## config.mk

```make
export PLATFORM = sky130hd
export DESIGN_NAME = exc_cause_unit
export DESIGN_NICKNAME = d
export VERILOG_FILES = /design/src/rtl/exc_pkg.sv /design/src/rtl/exc_stack_cmp.sv /design/src/rtl/exc_req_qual.sv /design/src/rtl/exc_prio_enc.sv /design/src/rtl/exc_esr_reg.sv /design/src/rtl/exc_cause_unit.sv
export SDC_FILE = /design/constraint.sdc
export NUM_CORES = 1
export LEC_CHECK = 0
export ABC_AREA = 1
export BUFFER_PORTS_ARGS = -buffer_cell sky130_fd_sc_hd__buf_2
export CELL_PAD_IN_SITES_DETAIL_PLACEMENT = 1
export CELL_PAD_IN_SITES_GLOBAL_PLACEMENT = 1
export CORE_ASPECT_RATIO = 1.5
export CORE_UTILIZATION = 26
export CTS_BUF_LIST = sky130_fd_sc_hd__clkbuf_2 sky130_fd_sc_hd__clkbuf_4 sky130_fd_sc_hd__clkbuf_8
export CTS_CLUSTER_SIZE = 8
export DETAILED_ROUTE_END_ITERATION = 16
export GPL_TIMING_DRIVEN = 0
export PLACE_DENSITY = 0.9
export SKIP_LAST_GASP = 1
export SLEW_MARGIN = 40
export SYNTH_ARGS = -nofsm -noshare
export SYNTH_HDL_FRONTEND = slang
export SYNTH_SLANG_ARGS = --single-unit
```

## constraint.sdc

```tcl
create_clock -name clk -period 3.5 [get_ports clk]
set_input_delay 0.35 -clock clk [delete_from_list [all_inputs] [get_ports clk]]
set_output_delay 0.35 -clock clk [all_outputs]
set_load 0.01 [all_outputs]
```

## src/rtl/exc_pkg.sv

```systemverilog
// Shared constants for the exception cause unit.
// Assumes a cause field of five bits at the bottom of the status word.
package exc_pkg;
    localparam int CAUSE_W = 5;
    localparam int NSRC    = 6;

    // Source indices in falling priority (index 0 wins)
    localparam int SRC_IBUS = 0;
    localparam int SRC_DBUS = 1;
    localparam int SRC_MIS  = 2;
    localparam int SRC_STK  = 3;
    localparam int SRC_DIV  = 4;
    localparam int SRC_FPU  = 5;

    typedef logic [CAUSE_W-1:0] cause_t;

    localparam cause_t C_MIS  = 5'h01;
    localparam cause_t C_IBUS = 5'h03;
    localparam cause_t C_DBUS = 5'h04;
    localparam cause_t C_DIVZ = 5'h05;
    localparam cause_t C_FPU  = 5'h06;
    localparam cause_t C_STK  = 5'h07;

    // Bit positions of the misaligned-access detail fields
    localparam int RD_LSB = 5;
    localparam int WR_BIT = 10;

    // Map a source index to its cause code
    function automatic cause_t cause_of(input int idx);
        case (idx)
            SRC_IBUS: cause_of = C_IBUS;
            SRC_DBUS: cause_of = C_DBUS;
            SRC_MIS:  cause_of = C_MIS;
            SRC_STK:  cause_of = C_STK;
            SRC_DIV:  cause_of = C_DIVZ;
            default:  cause_of = C_FPU;
        endcase
    endfunction
endpackage

```

## src/rtl/exc_stack_cmp.sv

```systemverilog
// Stack window comparator.
// Flags an access whose address lies outside [lo, hi]; both limits are legal.
// Assumes unsigned addresses and lo <= hi as programmed by software.
module exc_stack_cmp #(
    parameter int AW = 32
) (
    input  logic          req,
    input  logic [AW-1:0] addr,
    input  logic [AW-1:0] lo,
    input  logic [AW-1:0] hi,
    output logic          viol
);
    logic below;
    logic above;

    // Strict comparisons against each limit
    always_comb begin
        below = addr < lo;
        above = addr > hi;
        viol  = req && (below || above);
    end
endmodule

```

## src/rtl/exc_req_qual.sv

```systemverilog
// Request qualifier.
// Applies global enable and per-source configuration to raw fault events
// and produces one request bit per source in priority order.
// Assumes all strobes are single-cycle and already aligned to this stage.
module exc_req_qual
    import exc_pkg::*;
#(
    parameter int XLEN = 32,
    parameter int FLW  = 4
) (
    input  logic            irq_en,
    input  logic            cfg_ibus_en,
    input  logic            cfg_dbus_en,
    input  logic            cfg_divz_en,
    input  logic            cfg_fpu_en,
    input  logic            ibus_err,
    input  logic            dbus_err,
    input  logic            mis_req,
    input  logic            stk_viol,
    input  logic            div_req,
    input  logic [XLEN-1:0] div_divisor,
    input  logic            fpu_req,
    input  logic [FLW-1:0]  fpu_flags,
    output logic [NSRC-1:0] req
);
    logic div_zero;
    logic fpu_any;

    // Detect the zero divisor and any raised floating-point flag
    always_comb begin
        div_zero = (div_divisor == '0);
        fpu_any  = |fpu_flags;
    end

    // Gate each source by its own enables
    always_comb begin
        req           = '0;
        req[SRC_IBUS] = ibus_err && irq_en && cfg_ibus_en;
        req[SRC_DBUS] = dbus_err && irq_en && cfg_dbus_en;
        req[SRC_MIS]  = mis_req && irq_en;
        req[SRC_STK]  = stk_viol;
        req[SRC_DIV]  = div_req && div_zero && irq_en && cfg_divz_en;
        req[SRC_FPU]  = fpu_req && fpu_any && irq_en && cfg_fpu_en;
    end
endmodule

```

## src/rtl/exc_prio_enc.sv

```systemverilog
// Fixed-priority arbiter: bit 0 is the most urgent.
// Produces a one-hot (or empty) grant vector and an any-request flag.
module exc_prio_enc #(
    parameter int N = 6
) (
    input  logic [N-1:0] req,
    output logic [N-1:0] grant,
    output logic         any
);
    logic [N-1:0] seen;

    // Prefix-OR of more urgent requests, then mask
    assign seen[0]  = 1'b0;
    assign grant[0] = req[0];
    for (genvar i = 1; i < N; i++) begin : g_chain
        assign seen[i]  = seen[i-1] | req[i-1];
        assign grant[i] = req[i] & ~seen[i];
    end

    assign any = |req;
endmodule

```

## src/rtl/exc_esr_reg.sv

```systemverilog
// Status register and take pulse.
// Builds the status word for the granted source and loads it on take.
// Assumes grant is one-hot or empty.
module exc_esr_reg
    import exc_pkg::*;
#(
    parameter int W    = 32,
    parameter int RIDX = 5
) (
    input  logic            clk,
    input  logic            rst_n,
    input  logic [NSRC-1:0] grant,
    input  logic            any,
    input  logic            mis_wr,
    input  logic [RIDX-1:0] mis_rd,
    output logic [W-1:0]    esr,
    output logic            exc_take
);
    cause_t       cause_n;
    logic [W-1:0] word_n;

    // OR together the codes of granted sources (one at most)
    always_comb begin
        cause_n = '0;
        for (int i = 0; i < NSRC; i++) begin
            if (grant[i]) cause_n = cause_n | cause_of(i);
        end
    end

    // Assemble the full status word, with access details for misalignment
    always_comb begin
        word_n                  = '0;
        word_n[CAUSE_W-1:0]     = cause_n;
        if (grant[SRC_MIS]) begin
            word_n[WR_BIT]               = mis_wr;
            word_n[RD_LSB +: RIDX]       = mis_rd;
        end
    end

    // Register the word and the pulse
    always_ff @(posedge clk) begin
        if (!rst_n) begin
            esr      <= '0;
            exc_take <= 1'b0;
        end else begin
            exc_take <= any;
            if (any) esr <= word_n;
        end
    end
endmodule

```

## src/rtl/exc_cause_unit.sv

```systemverilog
// Exception cause unit top.
// Qualifies fault events, selects one by priority, records it in the
// status register and overrides the quotient of a zero-divisor divide.
// Assumes events are sampled in the cycle their strobe is high.
module exc_cause_unit
    import exc_pkg::*;
#(
    parameter int XLEN = 32,
    parameter int AW   = 32,
    parameter int RIDX = 5,
    parameter int FLW  = 4
) (
    input  logic            clk,
    input  logic            rst_n,
    input  logic            irq_en,
    input  logic            cfg_ibus_en,
    input  logic            cfg_dbus_en,
    input  logic            cfg_divz_en,
    input  logic            cfg_fpu_en,
    input  logic            ibus_err,
    input  logic            dbus_err,
    input  logic            mis_req,
    input  logic            mis_wr,
    input  logic [RIDX-1:0] mis_rd,
    input  logic            stk_req,
    input  logic [AW-1:0]   stk_addr,
    input  logic [AW-1:0]   stk_lo,
    input  logic [AW-1:0]   stk_hi,
    input  logic            div_req,
    input  logic [XLEN-1:0] div_divisor,
    input  logic [XLEN-1:0] div_quot_in,
    output logic [XLEN-1:0] div_quot_out,
    input  logic            fpu_req,
    input  logic [FLW-1:0]  fpu_flags,
    output logic [XLEN-1:0] esr,
    output logic            exc_take
);
    logic            stk_viol;
    logic [NSRC-1:0] req;
    logic [NSRC-1:0] grant;
    logic            any;

    exc_stack_cmp #(.AW(AW)) u_stk (
        .req  (stk_req),
        .addr (stk_addr),
        .lo   (stk_lo),
        .hi   (stk_hi),
        .viol (stk_viol)
    );

    exc_req_qual #(.XLEN(XLEN), .FLW(FLW)) u_qual (
        .irq_en      (irq_en),
        .cfg_ibus_en (cfg_ibus_en),
        .cfg_dbus_en (cfg_dbus_en),
        .cfg_divz_en (cfg_divz_en),
        .cfg_fpu_en  (cfg_fpu_en),
        .ibus_err    (ibus_err),
        .dbus_err    (dbus_err),
        .mis_req     (mis_req),
        .stk_viol    (stk_viol),
        .div_req     (div_req),
        .div_divisor (div_divisor),
        .fpu_req     (fpu_req),
        .fpu_flags   (fpu_flags),
        .req         (req)
    );

    exc_prio_enc #(.N(NSRC)) u_prio (
        .req   (req),
        .grant (grant),
        .any   (any)
    );

    exc_esr_reg #(.W(XLEN), .RIDX(RIDX)) u_esr (
        .clk      (clk),
        .rst_n    (rst_n),
        .grant    (grant),
        .any      (any),
        .mis_wr   (mis_wr),
        .mis_rd   (mis_rd),
        .esr      (esr),
        .exc_take (exc_take)
    );

    // Zero divisor yields a defined zero quotient
    always_comb begin
        div_quot_out = (div_divisor == '0) ? '0 : div_quot_in;
    end
endmodule

```

==> results of run 1 <==
==> through the flow <==
step	cell area, sq um	hold slack (ns)	instances
floorplan	2846	0.4903	483
global placement	4144	0.4531	848
detailed placement	4144	0.4588	848
CTS	4199	0.3634	852
global route	4199	0.3799	852
finish	4199	0.3640	852
==> final cells by class <==
| cell class | count | area, sq um |
|---|---|---|
| Sequential cell | 10 | 200.2 |
| Buffer | 28 | 193.9 |
| Timing Repair Buffer | 224 | 1121 |
| Inverter | 117 | 439.2 |
| Tap cell | 141 | 176.4 |
| Multi-Input combinational cell | 328 | 2013 |
| Fill cell | 1494 | 6048 |
| Clock buffer | 4 | 55.05 |
==> layer usage <==
| metal | part of all wire, % | vias to the layer above | global-route usage, % |
|---|---|---|---|
| met2 | 58 | 177 | 42.11 |
| li1 | - | 1881 | - |
| met3 | 6.9 | 17 | 2.769 |
| met4 | 1.8 | 2 | 4.706 |
| met1 | 33 | 1614 | 14.72 |
| met5 | 0.12 | - | 0 |
==> path summary, 6_finish.rpt <==
path	start	endpoint	slack, ns	cells after the start
worst max-delay path	div_divisor[3]	div_quot_out[16]	1.39	9
worst min-delay path	mis_rd[0]	u_esr.esr[5]$_SDFFE_PN0P_	0.36	3
worst max register to register	u_esr.esr[1]$_SDFFE_PN0P_	u_esr.esr[1]$_SDFFE_PN0P_	2.83	4
worst min register to register	u_esr.esr[0]$_SDFFE_PN0P_	u_esr.esr[0]$_SDFFE_PN0P_	0.47	2
==> cell families (layout without fill, tap and decap cells) <==
kind of cell | after synthesis | count (layout)
fa+ha+maj | 63 | 63
flops | 10 | 10
buf+inv | 145 | 373
compound gates | 46 | 46
simple gates | 196 | 196
other cells | 1 | 23
==> sequential cells by signal, indices dropped and copies added, names as in the netlist <==
register / flops
u_esr.esr: 9
u_esr.exc_take: 1
==> power groups by stage <==
| stage | registers, mW | clock network [mW] | logic [mW] |
|---|---|---|---|
| floorplan | 0.130 | 0 | 0.237 |
| global placement | 0.126 | 0 | 0.419 |
| detailed placement | 0.127 | 0 | 0.437 |
| CTS | 0.125 | 0.151 | 0.439 |
| global route | 0.126 | 0.159 | 0.494 |
| finish | 0.124 | 0.150 | 0.433 |
==> worst min-delay path, delay by kind of cell <==
kind                   cells  cell delay [ns]
buffers and inverters      1             0.10
and+or+nand+nor            1             0.05
AOI/OAI and AO/OA          1             0.06
==> cells in the mapped netlist (2+ instances only) <==
| cell type | n | share of area [%] |
|---|---|---|
| o21ai_0 | 7 | 1.3 |
| and3_1 | 2 | 0.45 |
| nor2_1 | 72 | 9.8 |
| nand3b_1 | 3 | 0.81 |
| dfxtp_1 | 10 | 7.2 |
| nand3_1 | 7 | 1.3 |
| nor2_2 | 2 | 0.45 |
| nand2_2 | 4 | 0.91 |
| clkbuf_1 | 3 | 0.41 |
| inv_1 | 116 | 16 |
| nand2_1 | 81 | 11 |
| ha_1 | 63 | 29 |
| buf_4 | 23 | 6.2 |
| buf_2 | 2 | 0.36 |
| nand4_1 | 16 | 3.6 |
| a21oi_1 | 32 | 5.8 |
| nor3_1 | 2 | 0.36 |
==> flow_summary.toml, run 1 <==
[sta]
fin_worst_skew_ns = 0
finalCriticalPeriod_ns = 2.107
finalSetupTns_ns = 0
max_freq_ghz = 0.4746
setup_viol = 0
layout_setup_ws_ns = 1.393
hold_violations = 0
drv_slew = 0
fin_crit_sh_pct = 60.21
rsz0062_at_grt = "no"

[clocking]
hold_buffers = 0
clk_path_buf_depth = 2
cts-resized-gates = 0
cts_tree = "yes"
post_cts_buffers = 0
h-tree-depth = 1
cts_num_sinks = 10
worstSkewPairLatency_ns = 0.24
clk_pin_slew_ns = 0.05
cts_root_buffer = "clkbuf_8"
cts-buffers-inserted = 3

[floorplan]
io-pin-count = 248
start_util_pct = 26.97
die_h_microns = 128.3
die_w_microns = 86.19
dieArea_sq_um = 11060
core_area_sq_um = 10250
core.rowCount = 45

[finish]
most-common-layout-cells = "226 x buf_2, 116 x inv_1, 81 x nand2_1, 72 x nor2_1, 63 x ha_1"
syn_to_final_growth_pct = 51.92
final_common_cell = "buf_2"
drive_above_1_share_pct = 37.55
final_nets = 958
diodes = 0
postLayoutCoreUtil_pct = 40.98

[logic_synthesis]
ys_seq_area_share_pct = 7.243
async_flop_share_pct = 0
synthSimpleGateAreaFrac_pct = 31.87
synthAdderAreaFrac_pct = 28.52
synth_compound_area_share_pct = 9.325
synthDistinctLibCells = 33
ys_ff_latch = 10
ys.flop_type = "dfxtp_1"
syn_area_sq_um = 2764
yosys_warnings = 0
synth_edf_count = 0
synth_top_family_by_area = "simple AND/OR/NAND/NOR gates"
postSynthAreaPerCell_sq_um = 5.995
synth_mux_area_share_pct = 0
synth_xor_area_share_pct = 0
syn_inst = 461

[grt]
antenna_found_initial = 1
grt_pass1_wl_mm = 15.89
grt_pass1_vias = 3908
grt_max_degree = 11
gr-total-overflow = 0
track_usage_pct = 18.30

[pwr]
intPower_mw = 0.4259
p_leak_nw = 2.822
switching_power_mw = 0.2817
power_per_cell_area_nw_per_um2 = 168.5
seqPwrFrac_pct = 17.6
pwr-share-clk_pct = 21.2
power_mw = 0.7076
peakVddDrop_v = 0.0001049
switching_share_pct = 39.81
comb_power_share_pct = 61.2

[flow_run]
cap_violations = 0

[worst_setup_path]
path_buf_inv = 4
crit_path_end_kind = "output pin"
crit_slowest_cell = "clkbuf_1"
worstPathMaxFanout = 10
crit_type = "in2out"
startpoint_type = "input port"
max_stage_delay_ns = 0.38
cp.arrival_ns = 1.76
crit_family = "buffers and inverters"
crit_required_ns = 3.15
path_cells = "buf_2, nor2_1, nand4_1, nor2_1, and2_1, buf_2, clkbuf_1, nor2_1, buf_2"

[placed_design]
hpwl_mm = 9.843
dp_slack_ns = 1.327
routabilityCongestion = 0.8200
io_buffers = 224

[route]
antenna_left = 0
detail_route.iter0.violations = 26
viasPerCell = 4.332
dr.pass1.iters = 4
wire_per_inst_microns = 12.26
drc = 0
dr_total_vias = 3691
drt_wl_total_mm = 10.45

[outcome]
outcome = "finished clean"

[hold_path]
hold_class = "in2reg"
Power figures use the tool's default switching activity.
==> inputs of run 2 (changes only) <==
--- a/config.mk
+++ b/config.mk
@@ -5,17 +5,17 @@
 export SDC_FILE = /design/constraint.sdc
 export NUM_CORES = 1
 export LEC_CHECK = 0
-export ABC_AREA = 1
+export ABC_AREA = 0
 export BUFFER_PORTS_ARGS = -buffer_cell sky130_fd_sc_hd__buf_2
 export CELL_PAD_IN_SITES_DETAIL_PLACEMENT = 1
 export CELL_PAD_IN_SITES_GLOBAL_PLACEMENT = 1
 export CORE_ASPECT_RATIO = 1.5
-export CORE_UTILIZATION = 26
+export CORE_UTILIZATION = 21
 export CTS_BUF_LIST = sky130_fd_sc_hd__clkbuf_2 sky130_fd_sc_hd__clkbuf_4 sky130_fd_sc_hd__clkbuf_8
 export CTS_CLUSTER_SIZE = 8
 export DETAILED_ROUTE_END_ITERATION = 16
 export GPL_TIMING_DRIVEN = 0
-export PLACE_DENSITY = 0.9
+export PLACE_DENSITY = 0.79
 export SKIP_LAST_GASP = 1
 export SLEW_MARGIN = 40
 export SYNTH_ARGS = -nofsm -noshare
==> constraint.sdc (replaced) <==
create_clock -name clk -period 1.9 [get_ports clk]
set_input_delay 0.19 -clock clk [delete_from_list [all_inputs] [get_ports clk]]
set_output_delay 0.19 -clock clk [all_outputs]
set_load 0.01 [all_outputs]
==> run 2 against run 1 <==
  * The flow now finishes with violations (setup timing)
  * Critical path depth rose by 2
  * Area after synthesis fell by 9.7%
  * Via count fell by 12%
  * Clock skew did not move
  * Sequential cell count did not move
  * Sequential share of layout area fell by 0.24 points
  * Combinational power rose by 95%
  * Total power rose by 88%
  * Synthesized cell count fell by 26%
  * Worst setup slack got worse by 1.6 ns
  * Clock-buffer cell count did not move
==> flow_summary.toml, run 2 <==
[logic_synthesis]
yosys-top-cells-area = "ha_1 32%, inv_1 10%, nor2b_1 8.8%, dfxtp_1 8.0%, buf_4 6.9%"
syn_inst = 341
ys_seq_area_share_pct = 8.020
yosys_warnings = 0
postSynthAreaPerCell_sq_um = 7.320
ys_ff_latch = 10
synth_most_common_cell = "inv_1"
synthTopCellsByCount = "67 x inv_1, 63 x ha_1, 35 x nor2b_1"
synth_edf_count = 0
async_flop_share_pct = 0
ys.flop_type = "dfxtp_1"
synth_top_area_share_pct = 31.58
syn_area_sq_um = 2496
synth_top_cell_by_area = "ha_1"
synthDistinctLibCells = 41

[worst_setup_path]
crit_required_ns = 2.06
crit_slowest_cell = "o311a_1"
max_stage_delay_ns = 0.40
path_buf_inv = 3
worstPathMaxFanout = 5
r2r-start = "u_esr.esr[0]$_SDFFE_PN0P_"
crit_start = "stk_lo[4]"
cp.arrival_ns = 2.28
startpoint_type = "input port"
crit_type = "in2reg"
path_cells = "buf_2, inv_1, ha_4, nand4_1, o311a_1, o41ai_4, a41oi_2, o21ai_2, and3_4, buf_6, mux2i_1"
crit_path_end_kind = "flop"
rrSetupSlack_ns = 1.21
crit_family = "compound AO/OA/AOI/OAI gates"

[placed_design]
place_area_sq_um = 4123
routabilityCongestion = 0.8467
hpwl_mm = 9.070
dp_slack_ns = -0.7969
place_inst = 737
io_buffers = 224

[hold_path]
min_from = "mis_wr"
hold_class = "in2reg"

[sta]
fin_crit_sh_pct = 111.6
hold_violations = 0
fin_worst_skew_ns = 0
max_freq_ghz = 0.4715
rsz0062_at_grt = "yes"
setup_viol = 10
finalCriticalPeriod_ns = 2.121
drv_slew = 0
layout_setup_ws_ns = -0.2208

[route]
wire_per_inst_microns = 13.40
drc = 0
antenna_left = 0
met3_length_microns = 498
viasPerCell = 4.330
detail_route.iter0.violations = 27
dr.pass1.iters = 4
drt_wl_total_mm = 10.04
dr_wl_met2_mm = 5.483
wl_met1_mm = 3.940
dr_total_vias = 3243
highest_layer = "met4"

[grt]
antenna_found_initial = 0
grt_pass1_wl_mm = 15.78
grt_pass1_vias = 3558
grt_max_degree = 11
track_usage_pct = 15.51
gr-total-overflow = 0

[pwr]
peakVddDrop_v = 0.0002034
power_per_cell_area_nw_per_um2 = 300.7
power_mw = 1.328
p_leak_nw = 2.540

[finish]
final_area_sq_um = 4418
most-common-layout-cells = "218 x buf_2, 51 x inv_1, 42 x ha_1, 35 x nor2b_1, 32 x buf_4"
top_register = "u_esr.esr"
largestRegisters = "u_esr.esr (9), u_esr.exc_take (1)"
diodes = 0
n_fill_cell = 1511
stdcell_count = 749
largest_reg_flops = 9
final_common_cell = "buf_2"
syn_to_final_growth_pct = 76.99
drive_above_1_share_pct = 53.26
final_nets = 846

[clocking]
cts_tree = "yes"
clk_path_buf_depth = 2
cts_num_sinks = 10
h-tree-depth = 1
cts_root_buffer = "clkbuf_8"
cts-buffers-inserted = 3
worstSkewPairLatency_ns = 0.23
clk_pin_slew_ns = 0.05

[floorplan]
core_area_sq_um = 11530
core.rowCount = 48
die_h_microns = 135.5
die_w_microns = 91.02
io-pin-count = 248
start_util_pct = 21.65
dieArea_sq_um = 12340

[outcome]
violations = "setup timing"
outcome = "complete, but fails checks"

[flow_run]
cap_violations = 0
## run 2: cell type report
cell class	instances	area, sq um	area share [%]
multi-input combinational	257	2258	51.12
clock buffer	4	55.05	1.246
buffer	29	211.5	4.786
inverter	67	286.5	6.485
sequential	10	200.2	4.531
timing repair buffer	232	1219	27.58
tap	150	187.7	4.248
## run 2: worst paths after layout
path | end | cells past startpoint
worst max-delay path | u_esr.esr[2]$_SDFFE_PN0P_ | 11
worst max register to register | u_esr.esr[0]$_SDFFE_PN0P_ | 2
worst min-delay path | u_esr.esr[10]$_SDFFE_PN0P_ | 2
worst min register to register | u_esr.esr[1]$_SDFFE_PN0P_ | 2
## run 2: routing by layer
layer / track usage [%] / up-vias
li1: - / 1654
met1: 17.25 / 1454
met2: 31.61 / 125
met3: 1.178 / 10
met4: 3.086 / 0
met5: 0 / -
## run 2: cells by family (layout without fill, tap and decap cells)
kind of cell	count (synthesis)	after routing	synth area share, %
other	1	23	0.1502
AO/OA/AOI/OAI	64	64	17.79
multiplexers	1	1	0.4010
adder cells (fa/ha/maj)	63	63	31.58
buffers and inverters	96	332	18.20
AND/OR/NAND/NOR	106	106	23.86
flip-flops	10	10	8.020
## run 2: where the power goes
| group | leakage (nW) | internal [mW] | switching, mW |
|---|---|---|---|
| logic | 2.43 | 0.437 | 0.408 |
| clock network | 0.0288 | 0.181 | 0.0726 |
| registers | 0.0821 | 0.224 | 0.00543 |
## run 2: through the flow
step / util (%) / hold slack [ns] / TNS [ns]
after floorplan: - / 0.3168 / -0.5465
after global placement: 35.75 / 0.4064 / -9.545
after detailed placement: 35.75 / 0.4090 / -11.70
after CTS: 37.43 / 0.1721 / -3.411
after global routing: 38.31 / 0.1779 / -2.965
final: 38.31 / 0.1761 / -1.960
## run 2: what timing repair did
action	in CTS	in global routing
endpoints found under the setup margin	40	38
pin swaps	11	11
setup buffers	3	4
gates cloned	1	0
hold buffers	0	0
resized for setup	25	12
